File: src/rtl/vfcmp_pkg.sv
package vfcmp_pkg;

    localparam logic [6:0] VEC_MAJOR = 7'b1010111;
    localparam logic [2:0] F3_VV     = 3'b001;
    localparam logic [2:0] F3_VF     = 3'b101;

    localparam logic [5:0] F6_EQ = 6'b011000;
    localparam logic [5:0] F6_LE = 6'b011001;
    localparam logic [5:0] F6_LT = 6'b011011;
    localparam logic [5:0] F6_NE = 6'b011100;
    localparam logic [5:0] F6_GT = 6'b011101;
    localparam logic [5:0] F6_GE = 6'b011111;

    localparam logic [1:0] EW_16 = 2'b01;
    localparam logic [1:0] EW_32 = 2'b10;

    typedef enum logic [2:0] {
        OP_EQ = 3'd0,
        OP_LE = 3'd1,
        OP_LT = 3'd2,
        OP_NE = 3'd3,
        OP_GT = 3'd4,
        OP_GE = 3'd5
    } cmp_op_e;

    typedef struct packed {
        logic    legal;
        cmp_op_e op;
        logic    scalar;
        logic    unmasked;
        logic    half;
    } dec_t;

endpackage

File: src/rtl/vfcmp_decode.sv
module vfcmp_decode
    import vfcmp_pkg::*;
(
    input  logic [31:0] instr,
    input  logic [1:0]  ew_sel,
    output dec_t        dec
);
    logic [5:0] f6;
    logic [2:0] f3;
    logic       form_vv;
    logic       form_vf;
    logic       func_ok;
    logic       width_ok;
    cmp_op_e    op_sel;

    always_comb begin
        f6       = instr[31:26];
        f3       = instr[14:12];
        form_vv  = (f3 == F3_VV);
        form_vf  = (f3 == F3_VF);
        width_ok = (ew_sel == EW_16) || (ew_sel == EW_32);
        func_ok  = 1'b1;
        op_sel   = OP_EQ;
        case (f6)
            F6_EQ:   op_sel = OP_EQ;
            F6_LE:   op_sel = OP_LE;
            F6_LT:   op_sel = OP_LT;
            F6_NE:   op_sel = OP_NE;
            F6_GT: begin
                op_sel  = OP_GT;
                func_ok = form_vf;
            end
            F6_GE: begin
                op_sel  = OP_GE;
                func_ok = form_vf;
            end
            default: func_ok = 1'b0;
        endcase
        dec.legal    = (instr[6:0] == VEC_MAJOR) && (form_vv || form_vf) && func_ok && width_ok;
        dec.op       = op_sel;
        dec.scalar   = form_vf;
        dec.unmasked = instr[25];
        dec.half     = (ew_sel == EW_16);
    end
endmodule

File: src/rtl/vfcmp_class.sv
module vfcmp_class (
    input  logic [31:0] val,
    input  logic        half,
    output logic        is_nan,
    output logic        is_snan,
    output logic        is_zero,
    output logic        sign,
    output logic [30:0] mag
);
    logic exp_ones;
    logic mant_nz;
    logic quiet;

    always_comb begin
        if (half) begin
            exp_ones = &val[14:10];
            mant_nz  = |val[9:0];
            quiet    = val[9];
            sign     = val[15];
            mag      = {16'b0, val[14:0]};
        end else begin
            exp_ones = &val[30:23];
            mant_nz  = |val[22:0];
            quiet    = val[22];
            sign     = val[31];
            mag      = val[30:0];
        end
        is_nan  = exp_ones && mant_nz;
        is_snan = is_nan && !quiet;
        is_zero = (mag == '0);
    end
endmodule

File: src/rtl/vfcmp_elem.sv
module vfcmp_elem
    import vfcmp_pkg::*;
(
    input  logic [31:0] lhs,
    input  logic [31:0] rhs,
    input  logic        half,
    input  cmp_op_e     op,
    output logic        result,
    output logic        nv
);
    logic [31:0] opnd [2];
    logic        nan  [2];
    logic        snan [2];
    logic        zero [2];
    logic        sgn  [2];
    logic [30:0] mag  [2];

    assign opnd[0] = lhs;
    assign opnd[1] = rhs;

    for (genvar k = 0; k < 2; k++) begin : g_cls
        vfcmp_class u_cls (
            .val     (opnd[k]),
            .half    (half),
            .is_nan  (nan[k]),
            .is_snan (snan[k]),
            .is_zero (zero[k]),
            .sign    (sgn[k]),
            .mag     (mag[k])
        );
    end

    logic unord;
    logic both_zero;
    logic same;
    logic less_ab;
    logic less_ba;

    always_comb begin
        unord     = nan[0] || nan[1];
        both_zero = zero[0] && zero[1];
        same      = both_zero || ((sgn[0] == sgn[1]) && (mag[0] == mag[1]));
        less_ab   = !both_zero && (( sgn[0] && !sgn[1]) ||
                                   (!sgn[0] && !sgn[1] && (mag[0] < mag[1])) ||
                                   ( sgn[0] &&  sgn[1] && (mag[0] > mag[1])));
        less_ba   = !both_zero && (( sgn[1] && !sgn[0]) ||
                                   (!sgn[1] && !sgn[0] && (mag[1] < mag[0])) ||
                                   ( sgn[1] &&  sgn[0] && (mag[1] > mag[0])));
        unique case (op)
            OP_EQ:   result = !unord && same;
            OP_NE:   result = !(!unord && same);
            OP_LT:   result = !unord && less_ab;
            OP_LE:   result = !unord && (less_ab || same);
            OP_GT:   result = !unord && less_ba;
            OP_GE:   result = !unord && (less_ba || same);
            default: result = 1'b0;
        endcase
        if (op == OP_EQ || op == OP_NE) nv = snan[0] || snan[1];
        else                            nv = unord;
    end
endmodule

File: src/rtl/vfcmp_mask_unit.sv
module vfcmp_mask_unit
    import vfcmp_pkg::*;
#(
    parameter int MAX_ELEM = 8,
    localparam int LANE_W  = 32,
    localparam int CNT_W   = $clog2(MAX_ELEM + 1),
    localparam int IDX_W   = (MAX_ELEM > 1) ? $clog2(MAX_ELEM) : 1
) (
    input  logic                       clk,
    input  logic                       rst_n,
    input  logic                       start,
    input  logic [31:0]                instr,
    input  logic [CNT_W-1:0]           elem_cnt,
    input  logic [1:0]                 ew_sel,
    input  logic [MAX_ELEM-1:0]        src_mask,
    input  logic [31:0]                scalar_op,
    input  logic [MAX_ELEM*LANE_W-1:0] vec_a,
    input  logic [MAX_ELEM*LANE_W-1:0] vec_b,
    input  logic [MAX_ELEM-1:0]        dest_in,
    output logic                       busy,
    output logic                       done,
    output logic                       illegal,
    output logic                       invalid,
    output logic [MAX_ELEM-1:0]        dest_out,
    output logic [IDX_W-1:0]           elem_idx
);
    typedef struct packed {
        logic                running;
        logic [IDX_W-1:0]    idx;
        logic [IDX_W-1:0]    last;
        cmp_op_e             op;
        logic                scalar;
        logic                unmasked;
        logic                half;
        logic [MAX_ELEM-1:0] dest;
        logic                done;
        logic                illegal;
        logic                invalid;
    } st_t;

    st_t st_d, st_q;

    logic [LANE_W-1:0] lane_a [MAX_ELEM];
    logic [LANE_W-1:0] lane_b [MAX_ELEM];

    for (genvar i = 0; i < MAX_ELEM; i++) begin : g_lane
        assign lane_a[i] = vec_a[i*LANE_W +: LANE_W];
        assign lane_b[i] = vec_b[i*LANE_W +: LANE_W];
    end

    dec_t dec;

    vfcmp_decode u_dec (
        .instr  (instr),
        .ew_sel (ew_sel),
        .dec    (dec)
    );

    logic [LANE_W-1:0] lhs;
    logic [LANE_W-1:0] rhs;
    logic              cmp_res;
    logic              cmp_nv;

    assign lhs = lane_a[st_q.idx];
    assign rhs = st_q.scalar ? scalar_op : lane_b[st_q.idx];

    vfcmp_elem u_elem (
        .lhs    (lhs),
        .rhs    (rhs),
        .half   (st_q.half),
        .op     (st_q.op),
        .result (cmp_res),
        .nv     (cmp_nv)
    );

    logic [CNT_W-1:0] cnt_eff;
    logic [CNT_W-1:0] cnt_m1;
    logic             lane_on;

    always_comb begin
        cnt_eff = (elem_cnt > CNT_W'(MAX_ELEM)) ? CNT_W'(MAX_ELEM) : elem_cnt;
        cnt_m1  = cnt_eff - 1'b1;
        lane_on = st_q.unmasked || src_mask[st_q.idx];
        st_d      = st_q;
        st_d.done = 1'b0;
        if (start && !st_q.running) begin
            st_d.dest     = dest_in;
            st_d.illegal  = !dec.legal;
            st_d.invalid  = 1'b0;
            st_d.idx      = '0;
            st_d.op       = dec.op;
            st_d.scalar   = dec.scalar;
            st_d.unmasked = dec.unmasked;
            st_d.half     = dec.half;
            st_d.last     = cnt_m1[IDX_W-1:0];
            if (!dec.legal || cnt_eff == '0) begin
                st_d.done = 1'b1;
            end else begin
                st_d.running = 1'b1;
            end
        end else if (st_q.running) begin
            if (lane_on) begin
                st_d.dest[st_q.idx] = cmp_res;
                st_d.invalid        = st_q.invalid || cmp_nv;
            end
            if (st_q.idx == st_q.last) begin
                st_d.running = 1'b0;
                st_d.done    = 1'b1;
                st_d.idx     = '0;
            end else begin
                st_d.idx = st_q.idx + 1'b1;
            end
        end
    end

    always_ff @(posedge clk or negedge rst_n) begin
        if (!rst_n) st_q <= '0;
        else        st_q <= st_d;
    end

    assign busy     = st_q.running;
    assign done     = st_q.done;
    assign illegal  = st_q.illegal;
    assign invalid  = st_q.invalid;
    assign dest_out = st_q.dest;
    assign elem_idx = st_q.idx;

endmodule

File: config.mk
export PLATFORM = sky130hd
export DESIGN_NAME = vfcmp_mask_unit
export DESIGN_NICKNAME = d
export VERILOG_FILES = /design/src/rtl/vfcmp_pkg.sv /design/src/rtl/vfcmp_decode.sv /design/src/rtl/vfcmp_class.sv /design/src/rtl/vfcmp_elem.sv /design/src/rtl/vfcmp_mask_unit.sv
export SDC_FILE = /design/constraint.sdc
export NUM_CORES = 1
export LEC_CHECK = 0
export BUFFER_PORTS_ARGS = -buffer_cell sky130_fd_sc_hd__buf_2
export CAP_MARGIN = 5
export CORE_AREA = 8 8 232 234
export CTS_BUF_LIST = sky130_fd_sc_hd__clkbuf_8
export CTS_CLUSTER_DIAMETER = 80
export DETAILED_ROUTE_END_ITERATION = 12
export DIE_AREA = 0 0 240 242
export PLACE_DENSITY = 0.37
export SETUP_SLACK_MARGIN = 0.15
export SYNTH_ARGS = -nofsm -noshare
export SYNTH_HDL_FRONTEND = slang
export SYNTH_SLANG_ARGS = --single-unit
File: constraint.sdc
create_clock -name clk -period 7.4 [get_ports clk]
set_clock_uncertainty 0.2 [all_clocks]
set_input_delay 0.37 -clock clk [delete_from_list [all_inputs] [get_ports clk]]
set_output_delay 0.37 -clock clk [all_outputs]
set_load 0.02 [all_outputs]
==> results of run 1 <==
## worst max path at each step
stage                                 start                       to  depth (start not counted)
global route        elem_idx[0]$_DFFE_PN0P_  dest_out[6]$_DFFE_PN0P_                         16
detailed placement  elem_idx[0]$_DFFE_PN0P_  dest_out[1]$_DFFE_PN0P_                         15
finish              elem_idx[1]$_DFFE_PN0P_  dest_out[1]$_DFFE_PN0P_                         16
floorplan           elem_idx[1]$_DFFE_PN0P_  dest_out[4]$_DFFE_PN0P_                         20
CTS                 elem_idx[0]$_DFFE_PN0P_  dest_out[1]$_DFFE_PN0P_                         15
global placement    elem_idx[0]$_DFFE_PN0P_  dest_out[7]$_DFFE_PN0P_                         17
## synthesized netlist by cell type, drive strengths merged, types with 8 or more instances
master / number
inv: 19
mux2i: 71
a22oi: 25
a221o: 25
clkbuf: 31
and2: 10
a221oi: 20
nand2: 97
nand3: 16
mux4: 56
nand2b: 27
dfrtp: 24
a21oi: 54
o21ai: 40
ha: 38
buf: 60
nor2: 37
nand4: 17
nor2b: 16
o31ai: 10
nor4: 11
mux2: 45
nor3: 14
nand3b: 8
a211oi: 8
o2bb2ai: 9
## registers in the layout (all words and copies together), names as in the netlist
| name | count |
|---|---|
| st_q | 9 |
| dest_out | 8 |
| elem_idx | 3 |
| busy | 1 |
| done | 1 |
| illegal | 1 |
| invalid | 1 |
## report_power, final
| part | switching [mW] | internal, mW | leakage, nW | total [mW] |
|---|---|---|---|---|
| clock network | 0.0467 | 0.0724 | 0.0358 | 0.119 |
| logic | 2.12 | 1.44 | 4.75 | 3.56 |
| registers | 0.156 | 0.188 | 0.298 | 0.344 |
## critical path, delay by kind of cell (launching register included)
family	cells	cell delay [ns]
AO/OA/AOI/OAI	11	2.84
flip-flops	1	0.81
multiplexers	2	0.60
adder cells (fa/ha/maj)	1	0.39
buffers and inverters	1	0.37
AND/OR/NAND/NOR	1	0.29
## metal layers
layer	share of wire	wire length [microns]	vias up	GRT usage
li1	-	-	4634	-
met5	0.0012	72	-	0
met4	0.010	602	12	0.01981
met1	0.41	23490	4806	0.2227
met2	0.51	29300	422	0.3480
met3	0.073	4219	40	0.04277
## timing repair
item / in CTS / in global routing
hold buffers: 1 / 0
setup endpoints to repair: 0 / 0
endpoints found under the hold margin: 24 / 0
## per-stage QoR
| step | power, mW | std cells | hold slack (ns) |
|---|---|---|---|
| 6_report | 4.022 | 2126 | 0.1288 |
| 3_3_place_gp | 3.978 | 2111 | 0.2054 |
| 2_1_floorplan | 2.655 | 895 | -0.1256 |
| 5_1_grt | 4.408 | 2119 | 0.1302 |
| 4_1_cts | 4.125 | 2116 | 0.1206 |
| 3_5_place_dp | 3.989 | 2111 | 0.2059 |
## cell type report
| cell class | count | area, sq um | area share |
|---|---|---|---|
| well taps | 680 | 850.8 | 0.07551 |
| flip-flops and latches | 24 | 613.1 | 0.05441 |
| multi-input cells | 761 | 6395 | 0.5676 |
| clock buffers | 3 | 41.29 | 0.003665 |
| repair buffers | 628 | 3241 | 0.2876 |
| diodes | 10 | 25.02 | 0.002221 |
| clock inverters | 1 | 30.03 | 0.002665 |
| inverters | 19 | 71.32 | 0.006330 |
## cells by family (layout without fill, tap and decap cells)
kind of cell	Yosys count	count (layout)
muxes	172	172
DFF	24	24
and+or+nand+nor	287	287
xor gates and xnor gates	6	6
AOI/OAI and AO/OA	258	258
buffers and inverters	110	651
adders and majority gates	38	38
other	0	10
==> metrics.txt, run 1 <==
period utilisation layout=0.7660; worst vdd ir=0.1490 mV; Yosys top cell area share=0.1673; fin area=11270 sq um; die area=58080 sq um; GRT Resource Usage Total=0.1875; Hold Crit Class=in2reg; most frequent cells in the layout=buf_2, nand2_1, mux2i_1; post-CTS setup buffers=0; Synth warnings=0; largest family of logic cells by synthesized area=multiplexers; Mapped Cells=895; Yosys cell types=76; Largest stage delay, worst path=0.81 ns; most common cell after layout, fill and taps aside=buf_2; IO Count=616; Lkg Pwr=5.085 nW; Max Fclk=176.4 MHz; post_cts resized=0; Syn Nets=1534; Core Area=50470 sq um; Hold Path Depth=3; fin util=0.2232; pre-CTS setup slack=1.741 ns; DRT Pass-1 Iters=5; CP startpoint kind=flip-flop; Starting DRT DRC Count=520; share of layout cells above drive strength 1=0.5104; Reg2Reg Capture Point=dest_out[1]$_DFFE_PN0P_; FF-to-FF path depth=16; DR WL/cell=27.13 microns; Synth area leader=mux4_2; DRT Wirelength=57680 microns; Via density=4.663; # fillers=5747; R2R Path Start=elem_idx[1]$_DFFE_PN0P_; cells along the critical path=buf_12 > mux2i_1 > o21ai_1 > a221o_1 > o21ai_0 > ha_1 > a21oi_1 > o21ai_0 > a221oi_1 > o211ai_1 > nor2_1 > mux2_2 > o211a_1 > o21ai_0 > o211a_4 > o21ai_1; CTS Sinks=24; Core Rows=83; hold_sp=dest_in[0]; vias in the first global route=10917; Power Dens Cells=357.0 nW/um^2; number of port buffers=600; endpoints failing setup=0; DP HPWL=49740 microns; antenna violations before repair=19; WHS Endpoint=dest_out[0]$_DFFE_PN0P_; WS Path Type=reg2reg; multiplexer share of the synthesized area=0.3287; chip width=240 microns; status=finished clean; Final Hold Fails=0; routability cong.=0.9040; Post-synth EDFFs=0; min Tclk post-route=5.668 ns; Synth Register Bits=24; area share of fa/ha/maj cells after synthesis=0.06306; initial core utilization=0.1494; Root Buffer Master=clkbuf_8; CTS clk-pin slew, worst paths=0.09 ns; peak fanout along the critical path=52; max_cap viols=0; final global-route overflow total=0; Via Count=9914; most frequent CP cell=o21ai_0; worst-margin pin slew=0.9074 ns; Critical Path RT=7.36 ns; area grow syn2layout=49.44%; R2R Setup Slk=1.73 ns; Longest Clk Path Bufs=2; Simple-Gate Fraction of Synth Area=0.1965; final worst setup slack=1.732 ns; DP Area=11160 sq um; Main synth FF type=dfrtp_1; largest net degree at the start of global routing=59; first-pass GRT wire length=80070 microns; RSZ-0062 raised after global routing=false; Slew Viols, Final=0; setup TNS=0 ns; crit path capture type=flip-flop; Post-synth ARST share=1.000; Clk Latency, worst-skew pair=0.27 ns; CTS HTree Levels=1; Synth Cell Area=7540 sq um; complex-gate fraction of the synthesized area=0.2506; CP arrival=5.63 ns; Num CTS Buffers=3; Max stage delay cell, worst path=dfrtp_4; CTS tree=done; Avg Cell Area, Syn=8.424 sq um; Synth Area in XOR/XNOR=0.006970; Die H=242 microns; DRT antenna net count=0; Seq/Total Area, Yosys=0.07965; relative slew slack=0.3928; Residual DRC=0; Area contributors post-synth=mux4_2, mux2i_1, dfrtp_1, ha_1, nand2_1; number of nets in the layout=2076
No activity file was read; power rests on OpenSTA's default activity.
==> run 2: changes to the inputs <==
--- a/config.mk
+++ b/config.mk
@@ -12,7 +12,7 @@
 export CTS_CLUSTER_DIAMETER = 80
 export DETAILED_ROUTE_END_ITERATION = 12
 export DIE_AREA = 0 0 240 242
-export PLACE_DENSITY = 0.37
+export PLACE_DENSITY = 0.38
 export SETUP_SLACK_MARGIN = 0.15
 export SYNTH_ARGS = -nofsm -noshare
 export SYNTH_HDL_FRONTEND = slang
==> constraint.sdc (replaced) <==
create_clock -name clk -period 5 [get_ports clk]
set_clock_uncertainty 0.2 [all_clocks]
set_input_delay 0.25 -clock clk [delete_from_list [all_inputs] [get_ports clk]]
set_output_delay 0.25 -clock clk [all_outputs]
set_load 0.02 [all_outputs]
==> run 2 against run 1 <==
  * The flow now finishes with violations (hold timing)
  * Final cell count is 3.9% higher
  * Die area stayed put
  * Fmax is 20% higher
  * Utilization is 2.4 points higher
  * Setup slack worse by 1.5 ns
  * Final area is 11% higher
  * Global-route usage is 0.46 points higher
  * Critical endpoint is now dest_out[5]$_DFFE_PN0P_
  * Highest routed layer unchanged
==> metrics.txt, run 2 (synthesis gave the netlist of run 1 again) <==
crit path capture type=flip-flop (unchanged); Power Dens Cells=563.3 nW/um^2 (was 357.0 nW/um^2); area grow syn2layout=65.37% (was 49.44%); largest net degree at the start of global routing=44 (was 59); CTS tree=done (unchanged); number of nets in the layout=2163 (was 2076); share of layout cells above drive strength 1=0.5601 (was 0.5104); most frequent cells in the layout=buf_2, nand2_1, buf_4 (was buf_2, nand2_1, mux2i_1); max reg flops=9 (unchanged); relative slew slack=0.4928 (was 0.3928); IO Count=616 (unchanged); Via Count=10385 (was 9914); CP arrival=4.72 ns (was 5.63 ns); DRT Wirelength=59890 microns (was 57680 microns); antenna violations before repair=20 (was 19); Longest Clk Path Bufs=2 (unchanged); Max Fclk=211.5 MHz (was 176.4 MHz); failing checks=hold timing; worst-margin pin slew=0.7608 ns (was 0.9074 ns); vias in the first global route=11342 (was 10917); routability cong.=0.9157 (was 0.9040); initial core utilization=0.1494 (unchanged); Lkg Pwr=5.654 nW (was 5.085 nW); # fillers=5758 (was 5747); DR WL/cell=27.11 microns (was 27.13 microns); Core Rows=83 (unchanged); peak fanout along the critical path=8 (was 52); most common cell after layout, fill and taps aside=buf_2 (unchanged); Critical Path RT=4.99 ns (was 7.36 ns); Clk Latency, worst-skew pair=0.28 ns (was 0.27 ns); WS Path Type=reg2reg (unchanged); Starting DRT DRC Count=480 (was 520); Final Hold Fails=1 (was 0); worst hold slack=-0.006003 ns (was 0.1288 ns); GRT Resource Usage Total=0.1921 (was 0.1875); die area=58080 sq um (unchanged); multi-input logic area=6675 sq um (was 6395 sq um); worst vdd ir=0.1850 mV (was 0.1490 mV); Slew Viols, Final=0 (unchanged); Hold Crit Class=in2reg (unchanged); DP Cell Count=2166 (was 2111); final global-route overflow total=0 (unchanged); Via density=4.701 (was 4.663); CP startpoint kind=flip-flop (unchanged); min Tclk post-route=4.729 ns (was 5.668 ns); Residual DRC=0 (unchanged); CTS Sinks=24 (unchanged); chip width=240 microns (unchanged); DRT antenna net count=0 (unchanged); total power=7.024 mW (was 4.022 mW); first-pass GRT wire length=82010 microns (was 80070 microns); CTS HTree Levels=1 (unchanged); Largest stage delay, worst path=0.50 ns (was 0.81 ns); CTS clk-pin slew, worst paths=0.10 ns (was 0.09 ns); Core Area=50470 sq um (unchanged); final cell count without fillers=2209 (was 2126); period utilisation layout=0.9458 (was 0.7660); Die H=242 microns (unchanged); Max stage delay cell, worst path=dfrtp_4 (unchanged); FF+latch area=613.1 sq um (unchanged); max_cap viols=0 (unchanged); DRT Pass-1 Iters=5 (unchanged); RSZ-0062 raised after global routing=true (was false); cells along the critical path=buf_12 > buf_8 > mux2_4 > a221o_1 > a221o_1 > and2_4 > nand2_4 > ha_4 > nand4_1 > nor4_4 > buf_4 > o41a_1 > nor2_2 > buf_4 > o31a_1 > a22oi_2 > a41oi_2 > o211a_4 > o31ai_2 (was buf_12 > mux2i_1 > o21ai_1 > a221o_1 > o21ai_0 > ha_1 > a21oi_1 > o21ai_0 > a221oi_1 > o211ai_1 > nor2_1 > mux2_2 > o211a_1 > o21ai_0 > o211a_4 > o21ai_1); Root Buffer Master=clkbuf_8 (unchanged); endpoints failing setup=0 (unchanged); Num CTS Buffers=3 (unchanged); setup TNS=0 ns (unchanged); DP HPWL=51280 microns (was 49740 microns); status=complete, but fails checks (was finished clean); number of port buffers=600 (unchanged); Top reg by flops=st_q (unchanged)
==> run 2: cell types whose count changed in the layout (fill, tap and decap cells not counted), moves of 6 or more <==
cell	delta
buf_4	+60
buf_12	+14
o21ai_0	-6
o21ai_2	+6
==> run 2: layer usage <==
| layer | GRT usage | vias to the layer above | share of wire |
|---|---|---|---|
| li1 | - | 4806 | - |
| met1 | 0.2222 | 5119 | 0.40 |
| met2 | 0.3695 | 398 | 0.53 |
| met3 | 0.03901 | 44 | 0.064 |
| met4 | 0.01552 | 18 | 0.0074 |
| met5 | 0 | - | 0.0019 |
==> run 2: area by class of cell <==
cell class | count | share of cell area
clock inverter | 1 | 0.002408
antenna | 6 | 0.001204
timing repair buffer | 715 | 0.3342
multi-input combinational | 761 | 0.5354
sequential | 24 | 0.04917
inverter | 19 | 0.006121
clock buffer | 3 | 0.003312
tap | 680 | 0.06824
==> run 2: through the flow <==
stage | hold WS [ns] | util | setup slack (ns) | cell area [sq um]
after global routing | 0.001304 | 0.2467 | 0.1273 | 12450
after floorplan | -0.2456 | - | 0.2021 | 7541
after CTS | 0.003294 | 0.2372 | 0.1497 | 11970
after detailed placement | 0.09652 | 0.2326 | -0.2203 | 11740
after global placement | 0.08174 | 0.2326 | -0.2855 | 11740
final | -0.006003 | 0.2470 | 0.2709 | 12470
==> run 2: worst paths after layout <==
check | start | endpoint | slack (ns) | cells past startpoint
max | elem_idx[2]$_DFFE_PN0P_ | dest_out[5]$_DFFE_PN0P_ | 0.27 | 19
min | dest_in[0] | dest_out[0]$_DFFE_PN0P_ | -0.006 | 3
max reg2reg | elem_idx[2]$_DFFE_PN0P_ | dest_out[5]$_DFFE_PN0P_ | 0.27 | 19
min reg2reg | st_q[12]$_DFFE_PN0P_ | st_q[12]$_DFFE_PN0P_ | 0.29 | 2
max in group asynchronous | rst_n | elem_idx[0]$_DFFE_PN0P_ | 3.85 | 2
min in group asynchronous | rst_n | dest_out[0]$_DFFE_PN0P_ | 0.30 | 2
==> run 2: critical path: cells and delay by family (launching register included) <==
family	cells	cell delay, ns
compound gates	8	1.90
flops	1	0.50
fa+ha+maj	1	0.13
mux	1	0.29
simple gates	5	0.98
buf+inv	4	0.60
==> run 2: power breakdown <==
| group | internal (mW) | total (mW) | leakage [nW] | switching [mW] |
|---|---|---|---|---|
| registers | 0.281 | 0.367 | 0.298 | 0.0864 |
| clock network | 0.107 | 0.180 | 0.0357 | 0.0731 |
| logic | 2.84 | 6.48 | 5.32 | 3.64 |
| total | 3.23 | 7.02 | 5.65 | 3.80 |
==> run 2: repair_timing <==
action                                  CTS  global route
gates cloned                              0             2
buffers inserted                          8            18
gates resized for setup                  13            51
endpoints found under the setup margin    8             8
hold endpoints to repair                 27             1
pin swaps                                 3            32
hold buffers                              4             1
